[src/rtl/sfg_pkg.sv]
package sfg_pkg;

  typedef enum logic [2:0] {
    OPC_ADD   = 3'd0,
    OPC_SUB   = 3'd1,
    OPC_LOGIC = 3'd2,
    OPC_MOVE  = 3'd3,
    OPC_CTRL  = 3'd4
  } op_class_e;

  localparam int ARITH_W = 6;
  localparam int CTL_W   = 3;
  localparam int FLAG_W  = ARITH_W + CTL_W;

  // packed with carry in bit 0, overflow in bit 5
  typedef struct packed {
    logic ovf;
    logic sgn;
    logic zro;
    logic hcy;
    logic par;
    logic cry;
  } arith_flags_t;

endpackage

[src/rtl/sfg_size_slice.sv]
module sfg_size_slice #(
  parameter int DATA_W    = 32,
  parameter int NUM_SIZES = 3,
  parameter int SEL_W     = 2
) (
  input  logic [SEL_W-1:0]     size_sel,
  input  logic [DATA_W-1:0]    a_i,
  input  logic [DATA_W-1:0]    b_i,
  input  logic [DATA_W-1:0]    r_i,
  input  logic [NUM_SIZES-1:0] cout_vec,
  output logic                 a_msb,
  output logic                 b_msb,
  output logic                 r_msb,
  output logic                 r_zero,
  output logic                 cout_sel
);
  localparam logic [SEL_W-1:0] LAST = SEL_W'(NUM_SIZES - 1);

  logic [NUM_SIZES-1:0] a_top, b_top, r_top, z_lane;
  logic [SEL_W-1:0]     lane;

  for (genvar k = 0; k < NUM_SIZES; k++) begin : g_lane
    localparam int LW = 8 << k;
    assign a_top[k]  = a_i[LW-1];
    assign b_top[k]  = b_i[LW-1];
    assign r_top[k]  = r_i[LW-1];
    assign z_lane[k] = ~|r_i[LW-1:0];
  end

  // unused size codes fall back to the widest lane
  assign lane     = (size_sel > LAST) ? LAST : size_sel;
  assign a_msb    = a_top[lane];
  assign b_msb    = b_top[lane];
  assign r_msb    = r_top[lane];
  assign r_zero   = z_lane[lane];
  assign cout_sel = cout_vec[lane];
endmodule

[src/rtl/sfg_arith_calc.sv]
module sfg_arith_calc
  import sfg_pkg::*;
(
  input  logic [2:0]   op_class,
  input  logic         a_msb,
  input  logic         b_msb,
  input  logic         r_msb,
  input  logic         r_zero,
  input  logic         cout_sel,
  input  logic         a_b4,
  input  logic         b_b4,
  input  logic         r_b4,
  input  logic [7:0]   r_low,
  input  arith_flags_t prev,
  output arith_flags_t next,
  output logic         load
);
  always_comb begin
    next     = prev;
    load     = 1'b0;
    next.par = ~^r_low;
    next.zro = r_zero;
    next.sgn = r_msb;
    case (op_class)
      OPC_ADD: begin
        load     = 1'b1;
        next.cry = cout_sel;
        next.hcy = a_b4 ^ b_b4 ^ r_b4;
        next.ovf = (a_msb == b_msb) && (r_msb != a_msb);
      end
      OPC_SUB: begin
        load     = 1'b1;
        next.cry = cout_sel;
        next.hcy = a_b4 ^ b_b4 ^ r_b4;
        next.ovf = (a_msb != b_msb) && (r_msb != a_msb);
      end
      OPC_LOGIC: begin
        load     = 1'b1;
        next.cry = 1'b0;
        next.ovf = 1'b0;
      end
      default: load = 1'b0;
    endcase
  end
endmodule

[src/rtl/sfg_flag_reg.sv]
module sfg_flag_reg
  import sfg_pkg::*;
(
  input  logic              clk,
  input  logic              rst_n,
  input  logic              arith_we,
  input  arith_flags_t      arith_d,
  input  logic              ctl_we,
  input  logic [CTL_W-1:0]  ctl_d,
  output logic [FLAG_W-1:0] flags_q
);
  always_ff @(posedge clk) begin
    if (!rst_n) begin
      flags_q <= '0;
    end else begin
      if (arith_we) flags_q[ARITH_W-1:0] <= arith_d;
      if (ctl_we)   flags_q[FLAG_W-1:ARITH_W] <= ctl_d;
    end
  end

  assert_idle_hold_R11: assert property (@(posedge clk) disable iff (!rst_n)
    (!arith_we && !ctl_we) |=> $stable(flags_q));

  assert_ctl_only_by_write_R10: assert property (@(posedge clk) disable iff (!rst_n)
    !ctl_we |=> $stable(flags_q[FLAG_W-1:ARITH_W]));

  assert_ctl_loaded_R10: assert property (@(posedge clk) disable iff (!rst_n)
    ctl_we |=> flags_q[FLAG_W-1:ARITH_W] == $past(ctl_d));
endmodule

[src/rtl/status_flag_gen.sv]
module status_flag_gen
  import sfg_pkg::*;
#(
  parameter int DATA_W    = 32,
  parameter int NUM_SIZES = 3,
  parameter int SEL_W     = 2
) (
  input  logic                 clk,
  input  logic                 rst_n,
  input  logic                 in_valid,
  output logic                 in_ready,
  input  logic [2:0]           op_class,
  input  logic [SEL_W-1:0]     op_size,
  input  logic [DATA_W-1:0]    opnd_a,
  input  logic [DATA_W-1:0]    opnd_b,
  input  logic [DATA_W-1:0]    result,
  input  logic [NUM_SIZES-1:0] carry_out,
  input  logic                 ctl_we,
  input  logic [CTL_W-1:0]     ctl_wdata,
  output logic [FLAG_W-1:0]    flags
);
  logic         ready_q;
  logic         a_msb, b_msb, r_msb, r_zero, cout_sel;
  logic         calc_load, accept;
  arith_flags_t cur_arith, nxt_arith;

  always_ff @(posedge clk) begin
    if (!rst_n) ready_q <= 1'b0;
    else        ready_q <= 1'b1;
  end
  assign in_ready  = ready_q;
  assign accept    = in_valid && ready_q;
  assign cur_arith = arith_flags_t'(flags[ARITH_W-1:0]);

  sfg_size_slice #(.DATA_W(DATA_W), .NUM_SIZES(NUM_SIZES), .SEL_W(SEL_W)) u_slice (
    .size_sel (op_size),
    .a_i      (opnd_a),
    .b_i      (opnd_b),
    .r_i      (result),
    .cout_vec (carry_out),
    .a_msb    (a_msb),
    .b_msb    (b_msb),
    .r_msb    (r_msb),
    .r_zero   (r_zero),
    .cout_sel (cout_sel)
  );

  sfg_arith_calc u_calc (
    .op_class (op_class),
    .a_msb    (a_msb),
    .b_msb    (b_msb),
    .r_msb    (r_msb),
    .r_zero   (r_zero),
    .cout_sel (cout_sel),
    .a_b4     (opnd_a[4]),
    .b_b4     (opnd_b[4]),
    .r_b4     (result[4]),
    .r_low    (result[7:0]),
    .prev     (cur_arith),
    .next     (nxt_arith),
    .load     (calc_load)
  );

  sfg_flag_reg u_reg (
    .clk      (clk),
    .rst_n    (rst_n),
    .arith_we (accept && calc_load),
    .arith_d  (nxt_arith),
    .ctl_we   (ctl_we),
    .ctl_d    (ctl_wdata),
    .flags_q  (flags)
  );

  assert_parity_even_R3: assert property (@(posedge clk) disable iff (!rst_n)
    (accept && op_class <= 3'd2) |=> flags[1] == ~^$past(result[7:0]));

  assert_sign_byte_R6: assert property (@(posedge clk) disable iff (!rst_n)
    (accept && op_class <= 3'd2 && op_size == '0) |=> flags[4] == $past(result[7]));

  assert_logic_clears_R8: assert property (@(posedge clk) disable iff (!rst_n)
    (accept && op_class == 3'd2) |=> (!flags[0] && !flags[5] && $stable(flags[2])));

  assert_move_hold_R9: assert property (@(posedge clk) disable iff (!rst_n)
    (accept && op_class >= 3'd3) |=> $stable(flags[ARITH_W-1:0]));

  assert_ready_after_reset_R1: assert property (@(posedge clk) disable iff (!rst_n)
    $past(rst_n) |-> in_ready);
endmodule

[config.mk]
export PLATFORM = sky130hd
export DESIGN_NAME = status_flag_gen
export DESIGN_NICKNAME = d
export VERILOG_FILES = /design/src/rtl/sfg_pkg.sv /design/src/rtl/sfg_size_slice.sv /design/src/rtl/sfg_arith_calc.sv /design/src/rtl/sfg_flag_reg.sv /design/src/rtl/status_flag_gen.sv
export SDC_FILE = /design/constraint.sdc
export NUM_CORES = 1
export LEC_CHECK = 0
export BUFFER_PORTS_ARGS = -buffer_cell sky130_fd_sc_hd__buf_2
export CORE_MARGIN = 10
export CORE_UTILIZATION = 27
export DETAILED_ROUTE_END_ITERATION = 8
export PLACE_DENSITY = 0.76
export REMOVE_ABC_BUFFERS = 1
export SLEW_MARGIN = 15
export SYNTH_ARGS = -nofsm -noshare
export SYNTH_HDL_FRONTEND = slang
export SYNTH_SLANG_ARGS = --single-unit
[constraint.sdc]
create_clock -name clk -period 1.57 [get_ports clk]
set_clock_uncertainty 0.1 [all_clocks]
set_input_delay 0.314 -clock clk [delete_from_list [all_inputs] [get_ports clk]]
set_output_delay 0.314 -clock clk [all_outputs]
set_load 0.005 [all_outputs]
==> Yosys cells after proc, flatten, opt, wreduce, memory -nomap -nowiden <==
Cells that the tools add are included.
{ "word_totals": {"reg_bits": 10, "latch_bits": 0, "ram_bits": 0, "rom_bits": 0, "mem_count": 0} }
{ "op_classes": {"n_addsub": 0, "multipliers": 0, "div": 0, "n_lt_le_gt_ge": 2, "n_eq_ne": 5, "shift": 0, "n_mux": 15, "bitwise": 2, "n_reduce_logical": 19} }
{ "op_table": {"columns": ["operator", "count"], "rows": [
  ["OR reduction 32 bit", 1],
  ["OR reduction 16 bit", 1],
  ["binary-select mux 1 bit (select 2 bit)", 5],
  ["OR reduction 8 bit", 1],
  ["XNOR reduction 8 bit", 1],
  ["2-to-1 mux 1 bit", 7],
  ["AND reduction 2 bit", 3],
  ["logical AND 1 bit", 4],
  ["equality test 3 x 1 -> 1 bit, second input constant", 1],
  ["equality test 3 x 2 -> 1 bit, second input constant", 1],
  ["logical NOT 1 bit", 3],
  ["logical NOT 3 bit", 1],
  ["< comparator 2 x 3 -> 1 bit, second input constant", 1],
  ["one-hot mux 1 bit (3 select lines)", 1],
  ["nonzero test 3 bit", 1],
  ["OR reduction 3 bit", 1],
  ["> comparator 2 bit, second input constant", 1],
  ["2-to-1 mux 2 bit", 1],
  ["!= test 1 bit", 2],
  ["one-hot mux 1 bit (2 select lines)", 1],
  ["nonzero test 2 bit", 1],
  ["OR reduction 2 bit", 1],
  ["bitwise XOR 1 bit", 2],
  ["equality test 1 bit", 1]
]} }

==> Longest topological paths before layout <==
{ "depth": {"depth_word": 7, "ltp_mapped": 6, "ltp_nobuf": 6} }

==> Hierarchy <==
From an unflattened synthesis, not the netlist that was laid out.
{ "hier_totals": {"cells_unflattened": 78, "hier_area_um2": 753.2} }
{ "modules_own_cells": {"columns": ["module", "n_inst", "cells_each", "area_each_um2", "seq_area_each_um2"], "rows": [
  ["sfg_flag_reg", 1, 28, 337.8, 180.2],
  ["sfg_size_slice", 1, 27, 216.5, 0.0],
  ["sfg_arith_calc", 1, 21, 172.7, 0.0],
  ["status_flag_gen", 1, 2, 26.3, 20.0]
]} }

==> Worst setup path after synthesis <==
No wires, ideal clock.
{ "synth_path": {"kind": "input -> register", "start": "in result[19]", "end": "reg u_reg.flags_q[3]", "setup_ns": 0.065, "arrival_time_ns": 1.194, "t_required_ns": 1.405, "path_slack_ns": 0.211, "path_stages": 5, "cell_sequence": "nor4_1 > nand4_1 > a2111oi_2 > a21oi_1 > nor2b_1"} }
{ "synth_between": {"elab_chain_cells": 4} }
{ "synth_rtl": {"columns": ["item", "line_no", "rtl"], "rows": [
  ["from (decl)", "status_flag_gen.sv:16", "input logic [DATA_W-1:0] result,"],
  ["OR reduction 32 bit", "sfg_size_slice.sv:27", "assign z_lane[k] = ~|r_i[LW-1:0];"],
  ["logical NOT 1 bit", "sfg_size_slice.sv:27", null],
  ["binary-select mux 1 bit (select 2 bit)", "sfg_size_slice.sv:35", "assign r_zero = z_lane[lane];"],
  ["2-to-1 mux 1 bit (not written as such)", "sfg_size_slice.sv:35", null],
  ["to (signal, indexed assignment)", "sfg_flag_reg.sv:16", "if (arith_we) flags_q[ARITH_W-1:0] <= arith_d;"],
  ["to (signal, indexed assignment)", "sfg_flag_reg.sv:17", "if (ctl_we) flags_q[FLAG_W-1:ARITH_W] <= ctl_d;"],
  ["to (decl)", "sfg_flag_reg.sv:10", "output logic [FLAG_W-1:0] flags_q"]
]} }
Every way passes these cells. The select of a mux whose other input is x is not followed.
A chain may end at the register's enable or synchronous reset.

==> Worst setup path in the final report <==
{ "layout_path": {"start": "in result[31]", "end": "reg u_reg.flags_q[3]"} }
Same word-level chain as after synthesis.

==> flow_summary.toml <==
[run_status]
status = "complete, no violations"

[power]
p_leak_nw = 0.5712
powerDensity_nw_per_um2 = 632.1
peakVddDrop_mv = 0.5059

[synthesis]
ys_ff_latch = 10
avgSynthCellArea_um2 = 8.681
synth-async-reset-ratio = 0
synth_edf_count = 0
synth-seq-area-share = 0.2847
synth_area_um2 = 703.2
ys_types = 26
synthCells = 81
ys_warn_count = 0
synthFlopType = "dfxtp_1"

[cts]
clk_pin_slew_ns = 0.07
htreeDepth = 1
ctsHoldBuffers = 0
cts_tree = "yes"
worstSkewPairLatency_ns = 0.27
cts_resized = 0
clock-sinks = 10
root_buffer = "clkbuf_4"
clockBufferDepth = 2
post_cts_buffers = 0
cts-buffers-inserted = 3

[critical_path]
startpoint_type = "input port"
cp-end-kind = "flop"
arrival_ns = 1.45
worstPathRequired_ns = 1.67
r2r_start = "in_ready$_DFF_P_"
crit_fanout = 2
reg2reg_slack_ns = 0.28
rr_endpoint = "u_reg.flags_q[3]$_SDFFE_PN0P_"
critical_path_class = "input port to flop"
r2r_cells = 5

[layout]
multi_input_area_um2 = 456.7
final-seq-area_um2 = 200.2
final_nets = 263
design_area_um2 = 1081
final_layout_size_suffix_gt1_frac = 0.4966
layout_common_cells = "64 x buf_2, 10 x dfxtp_1, 8 x inv_1, 8 x mux2i_1, 7 x nand2_1"
num_antenna_cells = 0
layout_commonest_cell = "buf_2"
fill_cells = 246
syn2layout_area_growth_pct = 53.74
stdcell_count = 177

[grt]
antenna_found_initial = 0
grt_pass1_vias = 843
grt_start_max_net_pins = 12
grt_pass1_wl_um = 3705
grt_use_total = 0.08915
overflow = 0

[placed_design]
dpl.cell_count = 173
dpl_cell_area_um2 = 1045
hpwl_um = 2141
gp_congestion = 0.7124
io_buffers = 64

[timing]
hold_viol = 0
fmaxAchievable_ghz = 0.7396
relSlewSlack = 0.8238
fin_crit_sh = 0.8612
tightest_slew_ns = 0.2621
fin_setup_tns_ns = 0
whs_ns = 0.1684
final_max_slew_viol_count = 0
finalCriticalPeriod_ns = 1.352
finalSetupViolCount = 0
rsz0062_at_grt = "no"

[die]
die_height_um = 71.03
io_pins = 121
die_w_um = 71.03
start_util = 0.2838
die-area_um2 = 5045
core_um2 = 2477
fp-row-count = 18

[min_path]
hp-class = "input port to flop"
hp-start = "rst_n"
holdPathEnd = "in_ready$_DFF_P_"
hold_depth = 1

[routing]
drt_iter0_drc = 60
routed_wl_um = 2413
wl_per_cell_um = 13.63
antenna_left = 0
vias = 788
viasPerCell = 4.452
drc = 0
drt_pre_antenna_iters = 2

[flow_run]
max_cap_violations = 0
-- cells in the mapped netlist (2+ instances only) --
master,count,area [µm²]
ha_1,4,50.05
nor4_1,3,18.77
nor2_1,3,11.26
dfxtp_1,10,200.2
nand2_1,7,26.28
nor4_2,3,37.54
o21ai_0,5,25.02
nor2b_1,5,31.28
mux2i_1,8,80.08
inv_1,8,30.03
xnor2_1,4,35.03
xor2_1,2,17.52
o21ai_1,2,10.01
nand4_1,2,12.51
a21oi_1,2,10.01
and2_1,3,18.77
-- routing by layer --
layer  vias up  GRT usage  share of wire
met3         0    0.04045          0.096
met1       327     0.1122           0.49
met2        45     0.1355           0.41
met4         0    0.01935              0
li1        416          -              -
met5         -          0              0
-- flip-flops by register name, summed over array words and instances, names as in the netlist --
register	count
in_ready	1
u_reg.flags_q	9
-- power breakdown --
group	switching [mW]	internal [mW]
Clock	0.0897	0.141
Combinational	0.0787	0.106
Sequential	0.00448	0.263
-- through the flow --
step	utilization	setup slack (ns)	power, mW
3_5_place_dp	0.4217	-0.03575	0.4609
5_1_grt	0.4364	0.1554	0.7346
3_3_place_gp	0.4217	-0.01997	0.4581
2_1_floorplan	-	0.2108	0.3586
4_1_cts	0.4364	0.2470	0.6962
6_report	0.4364	0.2180	0.6834
-- final cells by class --
cell class | count | area share
Multi-Input combinational cell | 61 | 0.4225
Timing Repair Buffer | 64 | 0.2963
Sequential cell | 10 | 0.1852
Tap cell | 30 | 0.03472
Clock buffer | 4 | 0.03356
Inverter | 8 | 0.02778
-- critical path, stage by stage --
cell	delay [ns]
buf_2	0.11
nor4_2	0.31
nand4_1	0.17
a2111oi_2	0.38
a21oi_1	0.07
nor2b_1	0.10
-- worst max path at each step --
stage	startpoint	end	slack, ns	depth (start not counted)
detailed placement	result[31]	u_reg.flags_q[3]$_SDFFE_PN0P_	-0.04	6
floorplan	result[19]	u_reg.flags_q[3]$_SDFFE_PN0P_	0.21	5
CTS	result[31]	u_reg.flags_q[3]$_SDFFE_PN0P_	0.25	6
finish	result[31]	u_reg.flags_q[3]$_SDFFE_PN0P_	0.22	6
global placement	result[31]	u_reg.flags_q[3]$_SDFFE_PN0P_	-0.02	6
global route	result[31]	u_reg.flags_q[3]$_SDFFE_PN0P_	0.16	6
-- logic make-up (layout without fill, tap and decap cells) --
logic type               after synthesis  count (layout)  share of synthesized area
XOR/XNOR                               6               6                    0.07473
multiplexers                           9               9                     0.1352
flip-flops                            10              10                     0.2847
adder cells (fa/ha/maj)                4               4                    0.07118
AO/OA/AOI/OAI                         13              13                     0.1174
buffers and inverters                 10              76                    0.06583
AND/OR/NAND/NOR                       29              29                     0.2509
Note: power is estimated with default switching activity, not from simulation.
